--- config.mk ---
export PLATFORM = sky130hd
export DESIGN_NAME = spiw_master
export DESIGN_NICKNAME = d
export VERILOG_FILES = /design/src/rtl/spiw_pkg.sv /design/src/rtl/spiw_tick.sv /design/src/rtl/spiw_shreg.sv /design/src/rtl/spiw_master.sv
export SDC_FILE = /design/constraint.sdc
export NUM_CORES = 1
export LEC_CHECK = 0
export ABC_CLOCK_PERIOD_IN_PS = 2190
export BUFFER_PORTS_ARGS = -buffer_cell sky130_fd_sc_hd__buf_4
export CORE_MARGIN = 2
export CORE_UTILIZATION = 52
export DETAILED_ROUTE_END_ITERATION = 10
export PLACE_DENSITY = 0.84
export SKIP_LAST_GASP = 1
export SLEW_MARGIN = 10
export SYNTH_ARGS = -nofsm -noshare
export SYNTH_HDL_FRONTEND = slang
export SYNTH_SLANG_ARGS = --single-unit
--- constraint.sdc ---
create_clock -name clk_i -period 2.19 [get_ports clk_i]
set_clock_uncertainty 0.05 [all_clocks]
set_input_delay 0 -clock clk_i [delete_from_list [all_inputs] [get_ports clk_i]]
set_output_delay 0 -clock clk_i [all_outputs]
set_load 0.05 [all_outputs]
--- src/rtl/spiw_pkg.sv ---
package spiw_pkg;

   typedef enum logic [2:0] {
      ST_IDLE,
      ST_GAP,
      ST_FETCH,
      ST_SETUP,
      ST_SHIFT,
      ST_HOLD
   } spiw_state_e;

endpackage

--- src/rtl/spiw_tick.sv ---
module spiw_tick #(
   parameter int DIV_W = 8
) (
   input  logic             clk_i,
   input  logic             rst_ni,
   input  logic             clr_i,
   input  logic [DIV_W-1:0] half_i,
   output logic             tick_o
);

   logic [DIV_W-1:0] cnt_q;

   assign tick_o = !clr_i && (cnt_q == half_i - DIV_W'(1));

   always_ff @(posedge clk_i or negedge rst_ni) begin
      if (!rst_ni) begin
         cnt_q <= '0;
      end else if (clr_i || tick_o) begin
         cnt_q <= '0;
      end else begin
         cnt_q <= cnt_q + DIV_W'(1);
      end
   end


   div_range_chk: assert property (@(posedge clk_i) disable iff (!rst_ni)
      !clr_i |-> (cnt_q < half_i));

endmodule

--- src/rtl/spiw_shreg.sv ---
module spiw_shreg #(
   parameter int WORD_W = 16
) (
   input  logic              clk_i,
   input  logic              rst_ni,
   input  logic              load_i,
   input  logic [WORD_W-1:0] load_data_i,
   input  logic              shift_i,
   input  logic              sample_i,
   input  logic              last_i,
   input  logic              miso_i,
   output logic              mosi_o,
   output logic [WORD_W-1:0] rx_data_o,
   output logic              rx_valid_o
);

   logic [WORD_W-1:0] tx_q;
   logic [WORD_W-1:0] rx_q;

   assign mosi_o = tx_q[WORD_W-1];

   always_ff @(posedge clk_i or negedge rst_ni) begin
      if (!rst_ni) begin
         tx_q <= '0;
      end else if (load_i) begin
         tx_q <= load_data_i;
      end else if (shift_i) begin
         tx_q <= {tx_q[WORD_W-2:0], 1'b0};
      end
   end

   always_ff @(posedge clk_i or negedge rst_ni) begin
      if (!rst_ni) begin
         rx_q       <= '0;
         rx_data_o  <= '0;
         rx_valid_o <= 1'b0;
      end else begin
         rx_valid_o <= sample_i && last_i;
         if (sample_i) begin
            rx_q <= {rx_q[WORD_W-2:0], miso_i};
         end
         if (sample_i && last_i) begin
            rx_data_o <= {rx_q[WORD_W-2:0], miso_i};
         end
      end
   end


   rx_pulse_chk: assert property (@(posedge clk_i) disable iff (!rst_ni)
      rx_valid_o |=> !rx_valid_o);

endmodule

--- src/rtl/spiw_master.sv ---
module spiw_master
   import spiw_pkg::*;
#(
   parameter int WORD_W       = 16,
   parameter int LEN_W        = 8,
   parameter int DIV_W        = 8,
   parameter int SETUP_HALVES = 4,
   parameter int GAP_HALVES   = 2
) (
   input  logic              clk_i,
   input  logic              rst_ni,
   input  logic              req_valid_i,
   output logic              req_ready_o,
   input  logic [LEN_W-1:0]  req_len_i,
   input  logic [DIV_W-1:0]  clk_div_i,
   input  logic              tx_valid_i,
   output logic              tx_ready_o,
   input  logic [WORD_W-1:0] tx_data_i,
   output logic              rx_valid_o,
   output logic [WORD_W-1:0] rx_data_o,
   output logic              busy_o,
   output logic              sclk_o,
   output logic              mosi_o,
   output logic              cs_n_o,
   input  logic              miso_i
);

   localparam int HALF_MAX = (SETUP_HALVES > GAP_HALVES) ? SETUP_HALVES : GAP_HALVES;
   localparam int HC_W     = $clog2(HALF_MAX + 1);
   localparam int BIT_W    = $clog2(WORD_W + 1);
   localparam int MON_W    = DIV_W + HC_W + 1;
   localparam logic [HC_W-1:0]  SETUP_LAST = HC_W'(SETUP_HALVES - 1);
   localparam logic [HC_W-1:0]  GAP_LAST   = HC_W'(GAP_HALVES - 1);
   localparam logic [BIT_W-1:0] BITS_ALL   = BIT_W'(WORD_W);
   localparam logic [BIT_W-1:0] BITS_PEN   = BIT_W'(WORD_W - 1);

   generate
      if (WORD_W < 2) begin : g_bad_word
         $error("spiw_master: WORD_W must be at least 2");
      end
      if (SETUP_HALVES < 4) begin : g_bad_setup
         $error("spiw_master: SETUP_HALVES must be at least 4");
      end
      if (GAP_HALVES < 2) begin : g_bad_gap
         $error("spiw_master: GAP_HALVES must be at least 2");
      end
      if (DIV_W < 1 || LEN_W < 1) begin : g_bad_width
         $error("spiw_master: DIV_W and LEN_W must be positive");
      end
   endgenerate

   spiw_state_e      state_q;
   logic [HC_W-1:0]  half_q;
   logic [BIT_W-1:0] bit_q;
   logic [LEN_W-1:0] left_q;
   logic [DIV_W-1:0] div_q;
   logic [DIV_W-1:0] div_eff;
   logic             sclk_q;
   logic             cs_n_q;
   logic             tick;
   logic             tick_clr;
   logic             load_w;
   logic             rise_w;
   logic             fall_w;
   logic             shift_w;
   logic             last_w;

   assign div_eff  = (clk_div_i == '0) ? DIV_W'(1) : clk_div_i;
   assign tick_clr = (state_q == ST_IDLE) || (state_q == ST_FETCH);
   assign load_w   = (state_q == ST_FETCH) && tx_valid_i;
   assign rise_w   = tick && (((state_q == ST_SETUP) && (half_q == SETUP_LAST)) ||
                              ((state_q == ST_SHIFT) && !sclk_q));
   assign fall_w   = tick && (state_q == ST_SHIFT) && sclk_q;
   assign shift_w  = fall_w && (bit_q != BITS_ALL);
   assign last_w   = (state_q == ST_SHIFT) && (bit_q == BITS_PEN);

   assign req_ready_o = (state_q == ST_IDLE);
   assign busy_o      = (state_q != ST_IDLE);
   assign tx_ready_o  = (state_q == ST_FETCH);
   assign sclk_o      = sclk_q;
   assign cs_n_o      = cs_n_q;

   spiw_tick #(.DIV_W(DIV_W)) tick_i (
      .clk_i  (clk_i),
      .rst_ni (rst_ni),
      .clr_i  (tick_clr),
      .half_i (div_q),
      .tick_o (tick)
   );

   spiw_shreg #(.WORD_W(WORD_W)) shreg_i (
      .clk_i       (clk_i),
      .rst_ni      (rst_ni),
      .load_i      (load_w),
      .load_data_i (tx_data_i),
      .shift_i     (shift_w),
      .sample_i    (rise_w),
      .last_i      (last_w),
      .miso_i      (miso_i),
      .mosi_o      (mosi_o),
      .rx_data_o   (rx_data_o),
      .rx_valid_o  (rx_valid_o)
   );

   always_ff @(posedge clk_i or negedge rst_ni) begin
      if (!rst_ni) begin
         state_q <= ST_IDLE;
         half_q  <= '0;
         bit_q   <= '0;
         left_q  <= '0;
         div_q   <= DIV_W'(1);
         sclk_q  <= 1'b0;
         cs_n_q  <= 1'b1;
      end else begin
         case (state_q)
            ST_IDLE: begin
               if (req_valid_i && (req_len_i != '0)) begin
                  left_q  <= req_len_i;
                  div_q   <= div_eff;
                  half_q  <= '0;
                  state_q <= ST_GAP;
               end
            end
            ST_GAP: begin
               if (tick) begin
                  if (half_q == GAP_LAST) begin
                     half_q  <= '0;
                     state_q <= ST_FETCH;
                  end else begin
                     half_q <= half_q + HC_W'(1);
                  end
               end
            end
            ST_FETCH: begin
               if (tx_valid_i) begin
                  cs_n_q  <= 1'b0;
                  left_q  <= left_q - LEN_W'(1);
                  half_q  <= '0;
                  bit_q   <= '0;
                  state_q <= ST_SETUP;
               end
            end
            ST_SETUP: begin
               if (tick) begin
                  if (half_q == SETUP_LAST) begin
                     sclk_q  <= 1'b1;
                     bit_q   <= BIT_W'(1);
                     state_q <= ST_SHIFT;
                  end else begin
                     half_q <= half_q + HC_W'(1);
                  end
               end
            end
            ST_SHIFT: begin
               if (tick) begin
                  if (sclk_q) begin
                     sclk_q <= 1'b0;
                     if (bit_q == BITS_ALL) begin
                        state_q <= ST_HOLD;
                     end
                  end else begin
                     sclk_q <= 1'b1;
                     bit_q  <= bit_q + BIT_W'(1);
                  end
               end
            end
            ST_HOLD: begin
               if (tick) begin
                  cs_n_q  <= 1'b1;
                  half_q  <= '0;
                  state_q <= (left_q == '0) ? ST_IDLE : ST_GAP;
               end
            end
            default: state_q <= ST_IDLE;
         endcase
      end
   end

   // Timing monitors feeding the properties below
   logic [MON_W-1:0] cs_low_cyc;
   logic [MON_W-1:0] cs_high_cyc;
   logic [BIT_W-1:0] rise_cnt;
   logic             sclk_d;

   always_ff @(posedge clk_i or negedge rst_ni) begin
      if (!rst_ni) begin
         cs_low_cyc  <= '0;
         cs_high_cyc <= '1;
         rise_cnt    <= '0;
         sclk_d      <= 1'b0;
      end else begin
         sclk_d <= sclk_o;
         if (cs_n_o) begin
            cs_low_cyc <= '0;
            rise_cnt   <= '0;
            if (cs_high_cyc != '1) cs_high_cyc <= cs_high_cyc + MON_W'(1);
         end else begin
            cs_high_cyc <= '0;
            if (cs_low_cyc != '1) cs_low_cyc <= cs_low_cyc + MON_W'(1);
            if (sclk_o && !sclk_d) rise_cnt <= rise_cnt + BIT_W'(1);
         end
      end
   end


   idle_low_chk: assert property (@(posedge clk_i) disable iff (!rst_ni)
      cs_n_o |-> !sclk_o);


   mosi_hold_chk: assert property (@(posedge clk_i) disable iff (!rst_ni)
      (sclk_o && !$rose(sclk_o)) |-> $stable(mosi_o));


   setup_time_chk: assert property (@(posedge clk_i) disable iff (!rst_ni)
      ($rose(sclk_o) && (rise_cnt == '0)) |->
         (cs_low_cyc >= MON_W'(SETUP_HALVES) * MON_W'(div_q)));


   gap_time_chk: assert property (@(posedge clk_i) disable iff (!rst_ni)
      $fell(cs_n_o) |-> (cs_high_cyc >= MON_W'(GAP_HALVES) * MON_W'(div_q)));


   word_len_chk: assert property (@(posedge clk_i) disable iff (!rst_ni)
      $rose(cs_n_o) |-> (rise_cnt == BITS_ALL));


   busy_frame_chk: assert property (@(posedge clk_i) disable iff (!rst_ni)
      !cs_n_o |-> busy_o);


   fetch_cs_chk: assert property (@(posedge clk_i) disable iff (!rst_ni)
      tx_ready_o |-> cs_n_o);

endmodule

Word-level counts from Yosys, hierarchy flattened
Index checks and enable logic that the tools add are counted.
{"block": "word_totals", "inputBits": 37, "reg_bits": 85, "out_inout_bits": 23, "word_cells": 115}
{"block": "op_classes", "reduce_logical": 34, "n_addsub": 5, "n_eq_ne": 23, "mux": 41}
{"op": "2-to-1 mux 3 bit", "count": 17}
{"op": "2-to-1 mux 16 bit", "count": 2}
{"op": "2-to-1 mux 8 bit", "count": 4}
{"op": "2-to-1 mux 5 bit", "count": 5}
{"op": "inequality test 2 bit, second input constant", "count": 9}
{"op": "one-hot mux 3 bit (6 select lines)", "count": 1}
{"op": "logical NOT 8 bit", "count": 2}
{"op": "one-hot mux 8 bit (2 select lines)", "count": 1}
{"op": "subtractor 8 x 1 -> 8 bit, second input constant", "count": 2}
{"op": "one-hot mux 3 bit (5 select lines)", "count": 1}
{"op": "one-hot mux 5 bit (3 select lines)", "count": 1}
{"op": "logical AND 1 bit", "count": 11}
{"op": "AND reduction 10 bit", "count": 1}
{"op": "equality test 3 x 2 -> 1 bit, second input constant", "count": 3}
{"op": "adder 8 x 1 -> 8 bit, second input constant", "count": 1}
{"op": "equality test 8 bit", "count": 1}
{"op": "nonzero test 2 bit", "count": 4}
{"op": "nonzero test 8 bit", "count": 1}
{"op": "2-to-1 mux 1 bit", "count": 7}
{"op": "AND reduction 7 bit", "count": 1}
{"op": "equality test 3 x 1 -> 1 bit, second input constant", "count": 2}
{"op": "equality test 3 bit, second input constant", "count": 2}
{"op": "inequality test 2 x 1 -> 1 bit, second input constant", "count": 3}
{"op": "AND reduction 3 bit", "count": 2}
{"op": "14 further kinds", "count": 19}

Depth between registers and ports, before layout
{"block": "logic_depth", "ltp_word": 9, "ltp_mapped": 10, "ltp_nobuf": 9}

By module
Synthesis repeated with hierarchy kept, for this count alone.
{"block": "unflattened", "cells_unflattened": 404, "area_unflattened_um2": 4503.1}
{"mod": "spiw_shreg", "cells_per_inst": 137, "n_inst": 1, "seq_area_each_um2": 1201.2, "area_each_um2": 1973.1}
{"mod": "spiw_master", "cells_per_inst": 197, "n_inst": 1, "seq_area_each_um2": 728.2, "area_each_um2": 1859.3}
{"mod": "spiw_tick", "cells_per_inst": 70, "n_inst": 1, "seq_area_each_um2": 200.2, "area_each_um2": 670.6}

Worst setup path after synthesis
No wires, ideal clock.
{"block": "synth_path", "path_type": "register to register", "from": "register state_q[1]", "to": "register div_q[1]", "t_arrival_ns": 2.238, "path_stages_with_launch": 6, "required_time_ns": 2.015, "synth_period_minus_slack_ns": 2.413, "slack_ns": -0.223, "setup_time_ns": 0.125, "path_buffers": 1, "cell_sequence": "dfrtp_1 > buf_2 > or3_1 > inv_1 > nand3_1 > mux2_2"}
{"block": "synth_between", "elab_chain_cells": 2}
{"item": "from (decl)", "line_no": "spiw_master.sv:52", "rtl": "spiw_state_e state_q;"}
{"item": "from (signal assigned)", "line_no": "spiw_master.sv:171", "rtl": "state_q <= (left_q == '0) ? ST_IDLE : ST_GAP;"}
{"item": "logical NOT 3 bit"}
{"item": "via req_ready_o", "line_no": "spiw_master.sv:13", "rtl": "output logic req_ready_o,"}
{"item": "AND reduction 2 bit (no line)"}
{"item": "to (signal assigned)", "line_no": "spiw_master.sv:119", "rtl": "div_q <= div_eff;"}
{"item": "to (decl)", "line_no": "spiw_master.sv:56", "rtl": "logic [DIV_W-1:0] div_q;"}
The timed path passes the listed nets, and every way through them passes these cells.
A chain may end at the register's enable or synchronous reset.

Worst setup path after layout
{"block": "layout_path", "from": "register div_q[0]", "to": "register shreg_i.tx_q[2]"}
{"block": "layout_between", "elab_chain_cells": 7}
{"item": "subtractor 8 x 1 -> 8 bit", "line_no": "spiw_tick.sv:13", "rtl": "assign tick_o = !clr_i && (cnt_q == half_i - DIV_W'(1));"}
{"item": "equality test 8 bit", "line_no": "spiw_tick.sv:13"}
{"item": "logical AND 1 bit", "line_no": "spiw_tick.sv:13"}
{"item": "logical AND 1 bit (2 in a row)", "line_no": "spiw_master.sv:73", "rtl": "assign fall_w = tick && (state_q == ST_SHIFT) && sclk_q;"}
{"item": "logical AND 1 bit", "line_no": "spiw_master.sv:74", "rtl": "assign shift_w = fall_w && (bit_q != BITS_ALL);"}
{"item": "nonzero test 2 bit (no line)"}
{"item": "to (signal assigned)", "line_no": "spiw_shreg.sv:26", "rtl": "tx_q <= load_data_i;"}
{"item": "to (signal assigned)", "line_no": "spiw_shreg.sv:28", "rtl": "tx_q <= {tx_q[WORD_W-2:0], 1'b0};"}
{"item": "to (decl)", "line_no": "spiw_shreg.sv:17", "rtl": "logic [WORD_W-1:0] tx_q;"}
No other way between the ends.

==> impl_metrics.ini <==
[global_route]
grt_max_degree = 48
grt_pass1_wl_um = 17530
grtUsageTotal = 0.2570
overflow = 0
grt_antenna_before_repair = 0
grt_pass1_vias = 3784

[power]
p_int_mw = 3.503
p_comb_frac = 0.388
swShare = 0.3830
peakVddDrop_uv = 740.2
net-switching-power_mw = 2.175
p_clk_frac = 0.217
powerDensity_nw_per_um2 = 941.3
seqPwrFrac = 0.395
p_leak_nw = 2.859

[placed_design]
dp_hpwl_um = 6721
portBuffers = 59
dp_slack_ns = -0.2229
placed_cells = 575
place.gp.congestion = 0.9241

[min_path]
hold_class = input port to register

[synthesis]
syn_nets = 441
synth_ff_type = dfrtp_1
yosys_warnings = 0
async_flop_share = 1.000
seq_area_frac_synth = 0.5036
synth-seq-cells = 85
netlist_instances = 394
syn_area_um2 = 4229
synth_edf_count = 0
avgSynthCellArea_um2 = 10.73
ys_types = 58

[worst_setup_path]
ff2ff_setup_slack_ns = -0.30
arrival_ns = 2.69
required_ns = 2.38
crit_type = register to register
end_kind = register
worst_setup_path_start_kind = register
crit_fanout = 6

[route]
dr.pass1.iters = 5
wl_per_cell_um = 17.81
via_per_inst = 5.856
drtIter0Drc = 386
drc = 0
routed_wl_um = 11380
drtAntennaViolNets = 0
vias = 3742

[outcome]
status = finished with violations
violations = negative setup slack

[floorplanning]
fp.dieW_um = 94.18
die_height_um = 94.18
die_area_um2 = 8870
io_pins = 60
core_um2 = 7807
num_rows = 32
initial_core_util = 0.5417

[timing]
tightest_slew_ns = 0.6310
fin_crit_sh = 1.139
slew_viol_final = 0
relSlewSlack = 0.5793
final.min_clock_period_ns = 2.494
setup_slack_ns = -0.3045
setup_violations = 68
hold_violations = 0
rsz0062_at_grt = yes
max_freq_mhz = 400.9

[layout]
stdcell_count = 639
layout-drive-gt1-share = 0.3911
syn_to_final_growth_pct = 42.63
num_antenna_cells = 0
fin_nets = 579
fill_cells = 465

[clocking]
path_clk_slew_ns = 0.10
cts_sinks = 85
root_buffer = clkbuf_8
insertion_delay_ns = 0.37
numCtsBuffers = 9
h-tree-depth = 3
cts_tree = done
cts_buffer_depth = 2

[flow_run]
drv_cap = 0
stage by stage:
| stage | power, mW | hold WS (ns) | TNS, ns | cell area, um2 | utilization |
|---|---|---|---|---|---|
| after global placement | 3.892 | 0.001068 | -4.177 | 5064 | 0.6486 |
| after detailed placement | 3.978 | 0.004537 | -6.524 | 5064 | 0.6486 |
| after floorplan | 3.345 | -0.3456 | -1.471 | 4275 | - |
| after global routing | 5.976 | 0.1624 | -20.46 | 6032 | 0.7726 |
| final | 5.678 | 0.1312 | -12.80 | 6032 | 0.7726 |
| after CTS | 5.390 | 0.1005 | -8.342 | 5853 | 0.7497 |
cell usage in the layout (no fill, tap or decap), types with 3 or more instances in the layout:
cell	synthesis	final
dfrtp_1	83	83
nand2b_1	6	5
a21oi_1	23	22
buf_4	0	92
inv_8	0	3
clkbuf_8	0	9
o211ai_1	4	4
o21ai_1	2	3
and3_1	15	15
buf_12	0	3
dlygate4sd3_1	0	35
nand3_1	14	12
ha_1	10	9
nor2_4	0	8
o21ai_0	18	15
nor3_1	7	5
xor2_1	6	6
nor4_1	3	3
mux2_2	38	37
nor2_2	1	3
nor2_1	31	21
nand3b_1	3	3
nand2_1	27	24
buf_6	1	9
xnor2_1	8	8
inv_1	15	12
a31oi_1	4	3
a221o_1	10	10
mux2i_1	6	6
cells in the mapped netlist (8+ instances only):
| library cell | count | area share |
|---|---|---|
| a221o_1 | 10 | 0.024 |
| a21oi_1 | 23 | 0.027 |
| clkbuf_1 | 8 | 0.0071 |
| ha_1 | 10 | 0.030 |
| o21ai_0 | 18 | 0.021 |
| dfrtp_1 | 83 | 0.49 |
| inv_1 | 15 | 0.013 |
| mux2_2 | 38 | 0.10 |
| and3_1 | 15 | 0.022 |
| nor2_1 | 31 | 0.028 |
| nand3_1 | 14 | 0.017 |
| xnor2_1 | 8 | 0.017 |
| nand2_1 | 27 | 0.024 |
worst paths after layout:
path | from | end | depth (start not counted)
hold / removal | req_valid_i | div_q[0] | 3
setup reg to reg | div_q[0] | shreg_i.tx_q[2] | 9
hold reg to reg | cs_n_o | cs_n_o | 2
max in group asynchronous | rst_ni | cs_n_o | 3
min in group asynchronous | rst_ni | div_q[1] | 2
setup / recovery | div_q[0] | shreg_i.tx_q[2] | 9
sequential cells by signal (all words and copies together) (netlist names), 3 cells and up:
register,cells
div_q,8
bit_q,5
shreg_i.tx_q,16
tick_i.cnt_q,8
shreg_i.rx_data_o,16
shreg_i.rx_q,15
left_q,8
state_q,3
half_q,3
kinds of logic (layout without fill, tap and decap cells):
kind of cell	Yosys count	count (layout)	share of synthesized area
mux	44	44	0.1154
buf+inv	32	175	0.03195
compound gates	85	85	0.1358
simple gates	124	124	0.1547
xor+xnor	14	14	0.02899
fa+ha+maj	10	10	0.02959
flops	85	85	0.5035
layer usage:
metal,GRT usage,share of wire
met3,0.06180,0.045
met1,0.3205,0.41
met4,0.07609,0.023
met5,0,0
met2,0.4440,0.52
worst max-delay path, cell delays in order (launching register included):
cell and delay [ns]:
dfstp_2 0.57, inv_2 0.05, ha_4 0.15, nor3b_1 0.14
and3_1 0.16, o211ai_1 0.48, nor3_4 0.11, buf_6 0.16
clkbuf_2 0.14, a221o_1 0.36
area by class of cell:
class | count | area [um2] | share of cell area
Clock buffer | 9 | 123.9 | 0.02054
Clock inverter | 7 | 97.59 | 0.01618
Inverter | 16 | 68.82 | 0.01141
Multi-Input combinational cell | 277 | 2200 | 0.3647
Sequential cell | 85 | 2130 | 0.3530
Tap cell | 102 | 127.6 | 0.02116
Timing Repair Buffer | 143 | 1285 | 0.2130
power groups by stage:
stage | sequential [mW] | clock [mW] | combinational (mW)
5_1_grt | 2.29 | 1.30 | 2.39
3_3_place_gp | 2.22 | 0 | 1.67
4_1_cts | 2.22 | 1.24 | 1.94
6_report | 2.24 | 1.23 | 2.21
2_1_floorplan | 2.22 | 0 | 1.12
3_5_place_dp | 2.24 | 0 | 1.74
timing repair:
item                                    4_1_cts  5_1_grt
pin swaps                                    11       16
hold buffers                                 35        0
endpoints found under the hold margin        81        0
gates resized for setup                      26       35
setup buffers                                 6        5
endpoints found under the setup margin       62       69
gates cloned                                  2        1
(Power assumes the default switching activity.)
